===== src/rtl/bfc_pkg.sv =====
package bfc_pkg;
  typedef enum logic [1:0] {SZ_BYTE = 2'd0, SZ_WORD = 2'd1, SZ_LONG = 2'd2} acc_size_e;
  typedef enum logic [1:0] {VEC_NONE = 2'd0, VEC_BUS = 2'd1, VEC_ALIGN = 2'd2} vec_e;
  localparam int unsigned SW_W    = 16;
  localparam int unsigned RR_BIT  = 15;
  localparam int unsigned IF_BIT  = 13;
  localparam int unsigned DF_BIT  = 12;
  localparam int unsigned RM_BIT  = 11;
  localparam int unsigned HB_BIT  = 10;
  localparam int unsigned BY_BIT  = 9;
  localparam int unsigned RW_BIT  = 8;
  localparam int unsigned FC_W    = 3;
endpackage


===== src/rtl/bfc_detect.sv =====
module bfc_detect
  import bfc_pkg::*;
#(
  parameter int unsigned AW = 24
) (
  input  logic          valid_i,
  input  logic [AW-1:0] addr_i,
  input  logic [1:0]    size_i,
  input  logic          ifetch_i,
  input  logic          berr_i,
  output logic          fault_o,
  output logic [1:0]    vec_o
);
  logic wide, align_flt, bus_flt;

  assign wide      = (size_i != SZ_BYTE) || ifetch_i;
  assign align_flt = valid_i && addr_i[0] && wide;
  assign bus_flt   = valid_i && berr_i;
  assign fault_o   = align_flt || bus_flt;

  // alignment wins: detected before the bus cycle starts
  always_comb begin
    if (align_flt)    vec_o = VEC_ALIGN;
    else if (bus_flt) vec_o = VEC_BUS;
    else              vec_o = VEC_NONE;
  end
endmodule


===== src/rtl/bfc_capture.sv =====
module bfc_capture
  import bfc_pkg::*;
#(
  parameter int unsigned AW = 24
) (
  input  logic            clk_i,
  input  logic            rst_ni,
  input  logic            cap_i,
  input  logic [AW-1:0]   addr_i,
  input  logic [1:0]      size_i,
  input  logic            rd_i,
  input  logic [FC_W-1:0] fc_i,
  input  logic            ifetch_i,
  input  logic            dfetch_i,
  input  logic            rmw_i,
  input  logic            hb_i,
  input  logic            sw_wr_i,
  input  logic            sw_rr_i,
  output logic [SW_W-1:0] status_o,
  output logic [AW-1:0]   addr_o
);
  logic [SW_W-1:0] word_n;

  always_comb begin
    word_n         = '0;
    word_n[IF_BIT] = ifetch_i;
    word_n[DF_BIT] = dfetch_i;
    word_n[RM_BIT] = rmw_i;
    word_n[HB_BIT] = hb_i;
    word_n[BY_BIT] = (size_i == SZ_BYTE);
    word_n[RW_BIT] = rd_i;
    word_n[FC_W-1:0] = fc_i;
  end

  always_ff @(posedge clk_i or negedge rst_ni) begin
    if (!rst_ni) begin
      status_o <= '0;
      addr_o   <= '0;
    end else if (cap_i) begin
      status_o <= word_n;
      addr_o   <= addr_i;
    end else if (sw_wr_i) begin
      status_o[RR_BIT] <= sw_rr_i;
    end
  end
endmodule


===== src/rtl/bfc_seq.sv =====
module bfc_seq (
  input  logic clk_i,
  input  logic rst_ni,
  input  logic fault_i,
  input  logic rst_seq_i,
  input  logic exc_done_i,
  input  logic rte_i,
  input  logic rr_i,
  output logic cap_o,
  output logic halt_o,
  output logic in_exc_o,
  output logic rerun_o,
  output logic skip_o
);
  logic nest;

  assign cap_o = fault_i && !halt_o && !in_exc_o && !rst_seq_i;
  assign nest  = fault_i && !halt_o && (in_exc_o || rst_seq_i);

  always_ff @(posedge clk_i or negedge rst_ni) begin
    if (!rst_ni) begin
      halt_o   <= 1'b0;
      in_exc_o <= 1'b0;
      rerun_o  <= 1'b0;
      skip_o   <= 1'b0;
    end else begin
      if (nest)            halt_o   <= 1'b1;
      if (cap_o)           in_exc_o <= 1'b1;
      else if (exc_done_i) in_exc_o <= 1'b0;
      rerun_o <= rte_i && !halt_o && !rr_i;
      skip_o  <= rte_i && !halt_o && rr_i;
    end
  end
endmodule


===== src/rtl/bus_fault_ctrl.sv =====
module bus_fault_ctrl
  import bfc_pkg::*;
#(
  parameter int unsigned AW = 24
) (
  input  logic          clk_i,
  input  logic          rst_ni,
  input  logic          acc_valid_i,
  input  logic [AW-1:0] acc_addr_i,
  input  logic [1:0]    acc_size_i,
  input  logic          acc_rd_i,
  input  logic [2:0]    acc_fc_i,
  input  logic          acc_ifetch_i,
  input  logic          acc_dfetch_i,
  input  logic          acc_rmw_i,
  input  logic          acc_hb_i,
  input  logic          bus_err_i,
  input  logic          rst_seq_i,
  input  logic          exc_done_i,
  input  logic          sw_wr_i,
  input  logic          sw_rerun_i,
  input  logic          rte_i,
  output logic          abort_o,
  output logic [1:0]    vec_o,
  output logic [15:0]   status_o,
  output logic [AW-1:0] fault_addr_o,
  output logic          halt_o,
  output logic          rerun_o,
  output logic          skip_o
);
  logic       fault, cap, in_exc;
  logic [1:0] vec_raw;

  bfc_detect #(.AW(AW)) u_detect (
    .valid_i (acc_valid_i),
    .addr_i  (acc_addr_i),
    .size_i  (acc_size_i),
    .ifetch_i(acc_ifetch_i),
    .berr_i  (bus_err_i),
    .fault_o (fault),
    .vec_o   (vec_raw)
  );

  bfc_seq u_seq (
    .clk_i     (clk_i),
    .rst_ni    (rst_ni),
    .fault_i   (fault),
    .rst_seq_i (rst_seq_i),
    .exc_done_i(exc_done_i),
    .rte_i     (rte_i),
    .rr_i      (status_o[RR_BIT]),
    .cap_o     (cap),
    .halt_o    (halt_o),
    .in_exc_o  (in_exc),
    .rerun_o   (rerun_o),
    .skip_o    (skip_o)
  );

  bfc_capture #(.AW(AW)) u_cap (
    .clk_i   (clk_i),
    .rst_ni  (rst_ni),
    .cap_i   (cap),
    .addr_i  (acc_addr_i),
    .size_i  (acc_size_i),
    .rd_i    (acc_rd_i),
    .fc_i    (acc_fc_i),
    .ifetch_i(acc_ifetch_i),
    .dfetch_i(acc_dfetch_i),
    .rmw_i   (acc_rmw_i),
    .hb_i    (acc_hb_i),
    .sw_wr_i (sw_wr_i),
    .sw_rr_i (sw_rerun_i),
    .status_o(status_o),
    .addr_o  (fault_addr_o)
  );

  assign abort_o = fault && !halt_o;
  assign vec_o   = halt_o ? VEC_NONE : vec_raw;
endmodule


===== config.mk =====
export PLATFORM = sky130hd
export DESIGN_NAME = bus_fault_ctrl
export DESIGN_NICKNAME = d
export VERILOG_FILES = /design/src/rtl/bfc_pkg.sv /design/src/rtl/bfc_detect.sv /design/src/rtl/bfc_capture.sv /design/src/rtl/bfc_seq.sv /design/src/rtl/bus_fault_ctrl.sv
export SDC_FILE = /design/constraint.sdc
export NUM_CORES = 1
export LEC_CHECK = 0
export BUFFER_PORTS_ARGS = -buffer_cell sky130_fd_sc_hd__buf_2
export CAP_MARGIN = 20
export CORE_ASPECT_RATIO = 1.4
export CORE_UTILIZATION = 44
export CTS_CLUSTER_DIAMETER = 80
export DETAILED_ROUTE_END_ITERATION = 8
export PLACE_DENSITY = 0.77
export SYNTH_ARGS = -nofsm -noshare
export SYNTH_HDL_FRONTEND = slang
export SYNTH_SLANG_ARGS = --single-unit

===== constraint.sdc =====
create_clock -name clk_i -period 1.95 [get_ports clk_i]
set_input_delay 0.0975 -clock clk_i [delete_from_list [all_inputs] [get_ports clk_i]]
set_output_delay 0.0975 -clock clk_i [all_outputs]
set_load 0.02 [all_outputs]

[Word level (Yosys, flattened, before mapping)]
Cells that the tools add are included.
Word-level totals
  input bits: 43
  register bits: 38
Operators by class
  muxes and demuxes: 7
  reductions and logical operators: 21
Operators by type and width (count)
  $logic_and A1 B1 Y1: 10
  $reduce_bool A2 Y1: 3
  $mux W1: 5
  $logic_not A1 Y1: 4
  $mux W2: 2
  $logic_or A1 B1 Y1: 3
  $logic_not A2 Y1: 1

[Logic depth before layout (Yosys ltp)]
Gate-level depths: netlist of the first run.
  depth in word-level cells: 8
  mapped depth: 5

[By module]
Synthesis of the first run repeated with hierarchy kept, for this count alone.
Second synthesis, totals
  cells, all modules: 101
  area total of the unflattened synthesis: 1687.9 sq um
By module, submodules not included
  bfc_capture: cells an instance 81, instances 1, sequential area each 850.8 sq um, area an instance 1468.9 sq um
  bfc_seq: cells an instance 11, instances 1, sequential area each 100.1 sq um, area an instance 162.7 sq um
  bfc_detect: cells an instance 6, instances 1, sequential area each 0.0 sq um, area an instance 37.5 sq um
  bus_fault_ctrl: cells an instance 3, instances 1, sequential area each 0.0 sq um, area an instance 18.8 sq um

[Least setup slack after synthesis of the first run]
OpenSTA, ideal clock, no wires.
  kind: register to register
  from: register u_seq.halt_o
  to: register u_cap.addr_o[10]
  required time: 1.825 ns
  path buffers: 1
  cell stages (with the launch flop): 5
  data arrival time: 1.575 ns
  setup slack: 0.250 ns
  library setup time: 0.125 ns
  path through: dfrtp_1 > o31ai_4 > nand2_4 > buf_6 > mux2_4
Between the ends
  cells in the longest elaborated chain, start to end: 4
RTL lines
  start: declaration: RTL line bfc_seq.sv:10  | output logic halt_o,
  start signal: assignment: RTL line bfc_seq.sv:22  | halt_o <= 1'b0;
  start signal: assignment: RTL line bfc_seq.sv:27  | if (nest) halt_o <= 1'b1;
  $logic_not A1 Y1
  $logic_and A1 B1 Y1
  via abort_o: RTL line bus_fault_ctrl.sv:23  | output logic abort_o,
  $logic_and A1 B1 Y1 (2 in series): RTL line bfc_seq.sv:17  | assign cap_o = fault_i && !halt_o && !in_exc_o && !rst_seq_i;
  end signal: assignment: RTL line bfc_capture.sv:41  | addr_o <= addr_i;
  end: declaration: RTL line bfc_capture.sv:20  | output logic [AW-1:0] addr_o
The timed path passes the listed nets, and every way through them passes these cells.
A chain may end at the register's enable or synchronous reset.

[Final worst setup path of the first run]
  from: register u_seq.halt_o
  to: register u_cap.status_o[0]
Between the ends
  cells in the longest elaborated chain, start to end: 4
RTL lines
  $logic_not A1 Y1: RTL line bfc_seq.sv:17
  $logic_and A1 B1 Y1 (3 in series): RTL line bfc_seq.sv:17
  end signal: assignment: RTL line bfc_capture.sv:40  | status_o <= word_n;
  end signal: indexed assignment: RTL line bfc_capture.sv:43  | status_o[RR_BIT] <= sw_rr_i;
  end: declaration: RTL line bfc_capture.sv:19  | output logic [SW_W-1:0] status_o,
Every way passes these cells.

==> metrics.md, run 1 <==
| Metric | Value |
|---|---|
| Delay of the slowest critical-path stage | `~0.46 ns` |
| Final core occ | `between 60 and 70%` |
| Yosys top cell area share | `roughly 58%` |
| Arr. time, crit path | `around 1.8 ns` |
| Worst Hold Class | `input pin to register` |
| Required @ worst endpoint | `2.12 ns` |
| Minimum clock period after layout | `between 1.5 and 2 ns` |
| Beginning of the worst hold path | `acc_addr_i[23]` |
| Mean Syn Cell Area | `approximately 16 µm²` |
| DIE WIDTH | `between 50 and 60 µm` |
| Largest net degree at the start of global routing | `39` |
| Slew @ Worst Pin | `0.817 ns` |
| # nets final | `231` |
| Most common cell after layout, fill and taps aside | `buf_2` |
| Pleak | `between 0.001 and 0.0015 µW` |
| Num rows | `25` |
| CTS max path bufs | `2` |
| CP Launch Type | `register` |
| Synthesized area | `approximately 0.0016 mm²` |
| Max VDD drop | `approximately 800 µV` |
| Endpoints failing setup | `0` |
| Postcts setup bufs | `0` |
| Worst skew pair latency | `0.28 ns` |
| Most frequent cells in the layout | `buf_2, dfrtp_1, mux2_4` |
| First drt pass iteration count | `4` |
| RSZ-0062 raised after global routing | `false` |
| Port Buf Inserts | `between 80 and 90` |
| Yosys top cell by area | `dfrtp_1` |
| # resized after CTS | `0` |
| GP Congestion | `0.869` |
| Hold WS | `around 0.04 ns` |
| WHS Path Cells | `2` |
| CTS buffer count | `5` |
| Die H | `74.4 µm` |
| Core ar. | `about 0.0035 mm²` |
| Slowest-stage cell, CP | `dfrtp_1` |
| Final period util | `slightly above 80%` |
| DR vias/cell | `approximately 4.8` |
| Cells after synthesis | `100` |
| DR vias | `about 1100` |
| Slew margin rel. | `between 40% and 50%` |
| Unique masters post-synth | `20` |
| CP Class | `register to register` |
| Synth warn | `0` |
| Drt total wl | `around 3.3 mm` |
| Antenna cell count | `0` |
| Detailed Route Iter0 Violations | `10` |
| IO Pins | `between 80 and 90` |
| H-tree levels | `2` |
| R2r endpoint | `u_cap.status_o[0]$_DFFE_PN0P_` |
| Vias in the first global route | `about 1100` |
| Worst reg2reg startpoint | `u_seq.halt_o$_DFFE_PN0P_` |
| First-pass GRT wire length | `about 4.9 mm` |
| Clock transition at path regs | `0.07 ns` |
| ANT nets after route | `0` |
| Fin. Hold Viols | `0` |
| Power per cell area | `approximately 1500 mW/mm²` |
| Post-synthesis sequential area ratio | `around 58%` |
| Initial Utilization | `47.4%` |
| GRT Total Usage | `~18%` |
| Clock root cell | `clkbuf_8` |
| Max Fclk | `625 MHz` |
| Fraction of layout cells with a size suffix above 1 | `between 60 and 70%` |
| Fin cells | `228` |
| Synth top area cells | `dfrtp_1, mux2_4, buf_4, mux2_2, buf_6` |
| Status | `completed` |
| Final worst setup slack | `0.349 ns` |
| Synth Register Bits | `38` |
| Crit path max fanout | `15` |
| Pins Over Slew Limit | `0` |
| DRC Markers | `0` |
| Placed cell count | `between 200 and 250` |
| HPWL after DPL | `2.51 mm` |
| Pre-CTS setup slack | `~0.37 ns` |
| CP startpoint | `u_seq.halt_o$_DFFE_PN0P_` |
| GRT overflow | `0` |
| Hold path endpoint | `u_cap.addr_o[23]$_DFFE_PN0P_` |
| FF-to-FF path depth | `5` |
| Setup TNS | `0 ns` |
| # Max-Cap Violations | `0` |
| Initial antenna violation count | `0` |
| Avg WL per Cell | `14.4 µm` |
| Cell breakdown of the critical path | `nand3b_1 > o31ai_4 > nand2_4 > buf_4 > mux2_4` |
| CTS sink cnt | `38` |
| Area grow syn2layout | `31.5%` |
| Hold Buf Count CTS | `2` |
| Clock Skew | `~0.0052 ns` |
| Reg-to-reg slack, setup | `between 0.3 and 0.4 ns` |
| CTS tree | `built` |
| Die area | `~0.004 mm²` |
| Critical Path Sink Type | `register` |
==> logic make-up after synthesis <==
| logic type | Yosys count | synth area share (%) |
|---|---|---|
| multiplexers | 34 | 29.8 |
| buffers and inverters | 11 | 5.47 |
| other | 1 | 0.228 |
| AO/OA/AOI/OAI | 4 | 2.20 |
| flip-flops | 38 | 57.8 |
| AND/OR/NAND/NOR | 12 | 4.56 |
==> metal layers <==
metal / share of wire, % / vias up / global-route usage [%]
met5: 0 / - / 0
li1: - / 506 / -
met2: 52 / 44 / 27.6
met1: 39 / 538 / 20.4
met3: 6.1 / 8 / 6.95
met4: 2.5 / 0 / 11.7
==> cell type report <==
| type | count | area, µm² |
|---|---|---|
| well taps | 40 | 50.0 |
| fillers | 279 | 1310 |
| clock buffers | 5 | 68.8 |
| repair buffers | 86 | 458 |
| inverters | 1 | 3.75 |
| flip-flops and latches | 38 | 951 |
| clock inverters | 2 | 10.0 |
| multi-input cells | 56 | 624 |
==> stage by stage <==
| step | total power, µW | instance area (µm²) |
|---|---|---|
| after floorplan | 2350 | 1670 |
| after global placement | 2800 | 2070 |
| after detailed placement | 2850 | 2070 |
| after CTS | 3360 | 2170 |
| after global routing | 3530 | 2170 |
| final | 3320 | 2170 |
==> cells in the mapped netlist (all sizes together) <==
library cell and instances:
a21oi 1, and3b 1, buf 10, conb 1
dfrtp 38, inv 1, mux2 33, mux2i 1
nand2 2, nand2b 1, nand3b 1, nor2 4
nor3 2, nor3b 1, o21ai 2, o31ai 1
==> worst max-delay path: cells and delay by family (launching register included) <==
family | cells | cell delay (ns)
DFF | 1 | 0.46
muxes | 1 | 0.33
and+or+nand+nor | 2 | 0.30
buffers and inverters | 1 | 0.27
AOI/OAI and AO/OA | 1 | 0.12
==> flip-flops by register name (all words and copies together) (netlist names) <==
register,count
u_cap.addr_o,24
u_cap.status_o,10
u_seq.halt_o,1
u_seq.in_exc_o,1
u_seq.rerun_o,1
u_seq.skip_o,1
==> worst max-delay path by stage <==
stage	to	depth (start not counted)
detailed placement	u_cap.status_o[0]$_DFFE_PN0P_	5
global placement	u_cap.addr_o[9]$_DFFE_PN0P_	5
global route	u_cap.status_o[0]$_DFFE_PN0P_	5
finish	u_cap.status_o[0]$_DFFE_PN0P_	5
CTS	u_cap.status_o[0]$_DFFE_PN0P_	5
floorplan	u_cap.addr_o[10]$_DFFE_PN0P_	4
==> where the power goes <==
group / total, µW / switching (µW) / internal, µW
registers: 1340 / 195 / 1140
clock network: 495 / 255 / 240
logic: 1480 / 761 / 722
(Power assumes the default switching activity.)
==> run 2, diff against run 1 <==
==> constraint.sdc (replaced) <==
create_clock -name clk_i -period 1.5 [get_ports clk_i]
set_input_delay 0.075 -clock clk_i [delete_from_list [all_inputs] [get_ports clk_i]]
set_output_delay 0.075 -clock clk_i [all_outputs]
set_load 0.02 [all_outputs]
==> run 2 against run 1 <==
- the run now ends with setup timing left
- clock skew down 0.00055 ns
- largest cell class unchanged
- critical path type unchanged
- highest routed layer unchanged
- total power up 35%
- design area rose by 4.8%
- sequential share of layout area fell by 2.0 points
==> metrics.md, run 2 (synthesis gave the netlist of run 1 again) <==
| Metric | Value |
|---|---|
| Detailed Route Iter0 Violations | `14` |
| Vias in the first global route | `1181` |
| DRC Markers | `0` |
| First-pass GRT wire length | `5.33 mm` |
| Max FFs per register | `24` |
| R2r endpoint | `u_cap.status_o[0]$_DFFE_PN0P_` |
| Power per cell area | `approximately 2000 mW/mm²` |
| DR vias | `around 1100` |
| CP Class | `register to register` |
| CTS buffer count | `5` |
| Port Buf Inserts | `approximately 80` |
| Num rows | `25` |
| RSZ-0062 raised after global routing | `true` |
| Antenna cell count | `0` |
| Core ar. | `about 0.0035 mm²` |
| IO Pins | `between 80 and 90` |
| Avg WL per Cell | `about 15 µm` |
| CTS sink cnt | `38` |
| GP Congestion | `~0.74` |
| Fin cells | `235` |
| Final period util | `102%` |
| WHS Path Cells | `2` |
| Reg-to-reg slack, setup | `-0.03 ns` |
| CTS max path bufs | `2` |
| GRT Total Usage | `19.1%` |
| FF-to-FF path depth | `5` |
| Largest net degree at the start of global routing | `39` |
| Max Fclk | `around 650 MHz` |
| Top Registers | `u_cap.addr_o: 24 flops, u_cap.status_o: 10 flops` |
| GRT overflow | `0` |
| Max VDD drop | `approximately 1200 µV` |
| Worst skew pair latency | `between 0.2 and 0.3 ns` |
| Violated checks | `setup timing` |
| Die area | `0.00399 mm²` |
| H-tree levels | `2` |
| Initial Utilization | `approximately 47%` |
| CP Launch Type | `register` |
| Die H | `about 74 µm` |
| Clock transition at path regs | `~0.070 ns` |
| Most common cell after layout, fill and taps aside | `buf_2` |
| First drt pass iteration count | `4` |
| Critical Path Sink Type | `register` |
| Worst Hold Class | `input pin to register` |
| Required @ worst endpoint | `around 1.7 ns` |
| Pleak | `approximately 0.0013 µW` |
| Arr. time, crit path | `approximately 1.7 ns` |
| Fin. Hold Viols | `0` |
| ANT nets after route | `0` |
| Clock Skew | `between 0.004 and 0.005 ns` |
| Drt total wl | `between 3 and 4 mm` |
| Crit path max fanout | `14` |
| Most frequent cells in the layout | `buf_2, dfrtp_1, mux2_4` |
| DR vias/cell | `4.77` |
| Placed cell count | `about 220` |
| Largest Register | `u_cap.addr_o` |
| CTS tree | `built` |
| Area grow syn2layout | `37.8%` |
| DIE WIDTH | `about 54 µm` |
| # nets final | `around 240` |
| Final core occ | `about two thirds` |
| Initial antenna violation count | `0` |
| Worst reg2reg startpoint | `u_seq.halt_o$_DFFE_PN0P_` |
| Status | `finished with violations` |
| HPWL after DPL | `around 2.8 mm` |
| Hold path endpoint | `u_cap.addr_o[1]$_DFFE_PN0P_` |
| Beginning of the worst hold path | `acc_addr_i[1]` |
| Final worst setup slack | `-0.0275 ns` |
| Pins Over Slew Limit | `0` |
| # Max-Cap Violations | `0` |
| Clock root cell | `clkbuf_8` |
| Fraction of layout cells with a size suffix above 1 | `69.7%` |
| Endpoints failing setup | `19` |
| Minimum clock period after layout | `between 1.5 and 2 ns` |
[run 2: changes by cell type in the layout (fill, tap and decap cells not counted), sizes merged]
cell,delta
clkinvlp,+1
clkinv,-1
buf,+6
clkbuf,+1
[run 2: worst max-delay path by stage]
stage,startpoint,endpoint,slack [ns],depth (start not counted)
after global placement,u_seq.halt_o$_DFFE_PN0P_,u_cap.status_o[8]$_DFFE_PN0P_,0.05,5
final,u_seq.halt_o$_DFFE_PN0P_,u_cap.status_o[0]$_DFFE_PN0P_,-0.03,5
after global routing,u_seq.halt_o$_DFFE_PN0P_,u_cap.addr_o[10]$_DFFE_PN0P_,-0.05,5
after floorplan,u_seq.halt_o$_DFFE_PN0P_,u_cap.addr_o[10]$_DFFE_PN0P_,-0.08,4
after detailed placement,u_seq.halt_o$_DFFE_PN0P_,u_cap.addr_o[8]$_DFFE_PN0P_,-0.03,5
after CTS,u_seq.halt_o$_DFFE_PN0P_,u_cap.status_o[0]$_DFFE_PN0P_,-0.03,5
[run 2: final cells by class]
type | instances | area (µm²)
fill | 280 | 1200
sequential | 38 | 952
timing repair buffer | 92 | 537
inverter | 1 | 3.75
multi-input combinational | 56 | 632
clock buffer | 6 | 82.6
tap | 40 | 50.0
clock inverter | 2 | 12.5
[run 2: report_power, final]
group	leakage, µW	switching [µW]	internal [µW]
registers	0.000461	273	1490
clock network	0.0000472	342	369
logic	0.000769	1030	977
[run 2: worst max-delay path: stages, from the launching register on]
cell	delay (ns)
dfrtp_2	0.44
nand3b_1	0.24
o31ai_4	0.12
nand2_4	0.13
buf_12	0.18
mux2_4	0.30
[run 2: through the flow]
stage	cell area, µm²	worst slack, ns	power, µW	setup TNS, ns	hold slack, ns
global placement	2130	0.0515	3670	0	0.128
detailed placement	2130	-0.0278	3780	-0.321	0.155
CTS	2250	-0.0322	4520	-0.466	0.0119
floorplan	1670	-0.0808	3060	-2.31	-0.221
global route	2270	-0.0524	4740	-1.26	0.00726
finish	2270	-0.0275	4480	-0.299	0.0219
[run 2: repair_timing]
action,in CTS,in global routing
hold buffers,2,0
gates cloned,0,0
pin swaps,0,0
endpoints found under the setup margin,29,34
setup buffers,1,0
hold endpoints to repair,39,0
resized for setup,0,5
[run 2: layer usage]
metal  vias to the layer above  track usage [%]  part of all wire [%]
met1                       557             19.6                    35
met5                         -                0                     0
li1                        516                -                     -
met3                         7             4.70                   4.3
met4                         0             8.48                   1.6
met2                        42             35.1                    59
==> run 3, diff against run 2 <==
==> constraint.sdc (replaced) <==
create_clock -name clk_i -period 1.45 [get_ports clk_i]
set_input_delay 0.0725 -clock clk_i [delete_from_list [all_inputs] [get_ports clk_i]]
set_output_delay 0.0725 -clock clk_i [all_outputs]
set_load 0.02 [all_outputs]
==> run 3 against run 2 <==
- the flow still finishes with violations (setup timing)
- fmax rose by 2.6%
- worst hold slack got worse by 0.0072 ns
- worst setup slack got worse by 0.011 ns
- utilization rose by 0.97 points
==> metrics.md, run 3 (synthesis gave the netlist of run 1 again) <==
| Metric | Value |
|---|---|
| Status | `finished with violations` |
| Violated checks | `setup timing` |
| Avg WL per Cell | `~15 µm` |
| Pins Over Slew Limit | `0` |
| NetSw | `1670 µW` |
| GRT Total Usage | `19.1%` |
| DIE WIDTH | `53.7 µm` |
| Final core occ | `between 60% and 70%` |
| Clock transition at path regs | `approximately 0.070 ns` |
| Most common cell after layout, fill and taps aside | `buf_2` |
| Required @ worst endpoint | `roughly 1.6 ns` |
| Placed cell count | `226` |
| Clock Skew | `0.00544 ns` |
| Detailed Route Iter0 Violations | `11` |
| # nets final | `~240` |
| DR vias/cell | `4.78` |
| Endpoints failing setup | `29` |
| Final worst setup slack | `-0.0381 ns` |
| Arr. time, crit path | `1.65 ns` |
| CP Class | `register to register` |
| Largest net degree at the start of global routing | `39` |
| Top Registers | `u_cap.addr_o: 24 flops, u_cap.status_o: 10 flops` |
| Max FFs per register | `24` |
| CP Launch Type | `register` |
| Seq pwr share | `roughly 39%` |
| Multi-input logic area | `approximately 630 µm²` |
| CTS max path bufs | `2` |
| Switch share | `a little over a third` |
| Worst Hold Class | `input pin to register` |
| Crit path max fanout | `14` |
| Pleak | `roughly 0.0013 µW` |
| Critical Path Sink Type | `register` |
| WHS Path Cells | `2` |
| # Max-Cap Violations | `0` |
| Final period util | `103%` |
| First-pass GRT wire length | `5.41 mm` |
| Die H | `around 74 µm` |
| HPWL after DPL | `2.72 mm` |
| Largest Register | `u_cap.addr_o` |
| Most frequent cells in the layout | `buf_2, dfrtp_1, mux2_4` |
| Drt total wl | `3.54 mm` |
| Port Buf Inserts | `around 80` |
| Core ar. | `0.00347 mm²` |
| GRT overflow | `0` |
| Hold WS | `0.0148 ns` |
| GP Congestion | `approximately 0.74` |
| Die area | `between 0.003 and 0.004 mm²` |
| Comb power frac | `a little under half` |
| Max VDD drop | `between 1000 and 1500 µV` |
| Fin. Hold Viols | `0` |
| Initial antenna violation count | `0` |
| Vias in the first global route | `1208` |
| Setup TNS | `-0.522 ns` |
| Worst skew pair latency | `approximately 0.28 ns` |
| Clock root cell | `clkbuf_8` |
| DR vias | `approximately 1100` |
| Max Fclk | `about 670 MHz` |
| Clock power frac | `between 15 and 20%` |
| FF-to-FF path depth | `5` |
| DRC Markers | `0` |
| Initial Utilization | `a little under half` |
| Fraction of layout cells with a size suffix above 1 | `between 60% and 70%` |
| Num rows | `25` |
| RSZ-0062 raised after global routing | `true` |
| CTS sink cnt | `38` |
| IO Pins | `between 80 and 90` |
| Antenna cell count | `0` |
| CTS tree | `built` |
| Area grow syn2layout | `39.9%` |
| Fin cells | `approximately 240` |
| First drt pass iteration count | `4` |
| Internal power | `2960 µW` |
| ANT nets after route | `0` |
| Fillcell total | `270` |
| H-tree levels | `2` |
| Register area | `around 950 µm²` |
| CTS buffer count | `5` |
| Power per cell area | `2010 mW/mm²` |
| Minimum clock period after layout | `1.49 ns` |
==> run 3: timing repair <==
| action | in CTS | in global routing |
|---|---|---|
| endpoints found under the setup margin | 35 | 35 |
| buffers inserted | 2 | 1 |
| endpoints found under the hold margin | 39 | 0 |
| hold buffers | 2 | 0 |
| gates resized for setup | 1 | 6 |
==> run 3: area by class of cell <==
class                      count  share of cell area [%]
sequential                    38                    41.3
multi-input combinational     56                    27.4
timing repair buffer          96                    24.9
clock buffer                   7                    3.75
tap                           40                    2.17
clock inverter                 1                   0.217
inverter                       1                   0.163
==> run 3: power by group through the flow <==
stage               Combinational, µW  Sequential, µW  Clock, µW
CTS                              2110            1810        756
detailed placement               2070            1820          0
floorplan                         767            2400          0
global route                     2230            1870        804
global placement                 2010            1800          0
finish                           2100            1810        728
==> run 3: final timing paths <==
check	startpoint	end	slack [ns]
hold reg to reg	u_cap.status_o[15]$_DFFE_PN0P_	u_seq.rerun_o$_DFF_PN0_	0.48
max in group asynchronous	rst_ni	u_seq.halt_o$_DFFE_PN0P_	0.71
setup reg to reg	u_seq.halt_o$_DFFE_PN0P_	u_cap.status_o[10]$_DFFE_PN0P_	-0.04
setup / recovery	u_seq.halt_o$_DFFE_PN0P_	u_cap.status_o[10]$_DFFE_PN0P_	-0.04
min in group asynchronous	rst_ni	u_seq.rerun_o$_DFF_PN0_	0.39
hold / removal	acc_addr_i[2]	u_cap.addr_o[2]$_DFFE_PN0P_	0.01
==> run 3: per-stage QoR <==
stage          total power, µW  instance area, µm²  setup slack, ns
2_1_floorplan             3170                1670           -0.131
3_3_place_gp              3800                2150          0.00240
6_report                  4630                2300          -0.0381
5_1_grt                   4900                2300          -0.0984
3_5_place_dp              3890                2150          -0.0711
4_1_cts                   4670                2280          -0.0433
==> run 3: worst max-delay path: stages, from the launching register on <==
cell	delay, ns
dfrtp_2	0.40
nand3b_1	0.23
o31ai_4	0.12
nand2_4	0.12
buf_12	0.18
mux2_4	0.30
==> run 3: routing by layer <==
metal  GRT usage [%]  up-vias  part of all wire (%)
met1            20.4      564                    36
met5               0        -                     0
met4            9.06        0                   2.1
met3            3.89        9                   4.5
li1                -      526                     -
met2            34.6       44                    58
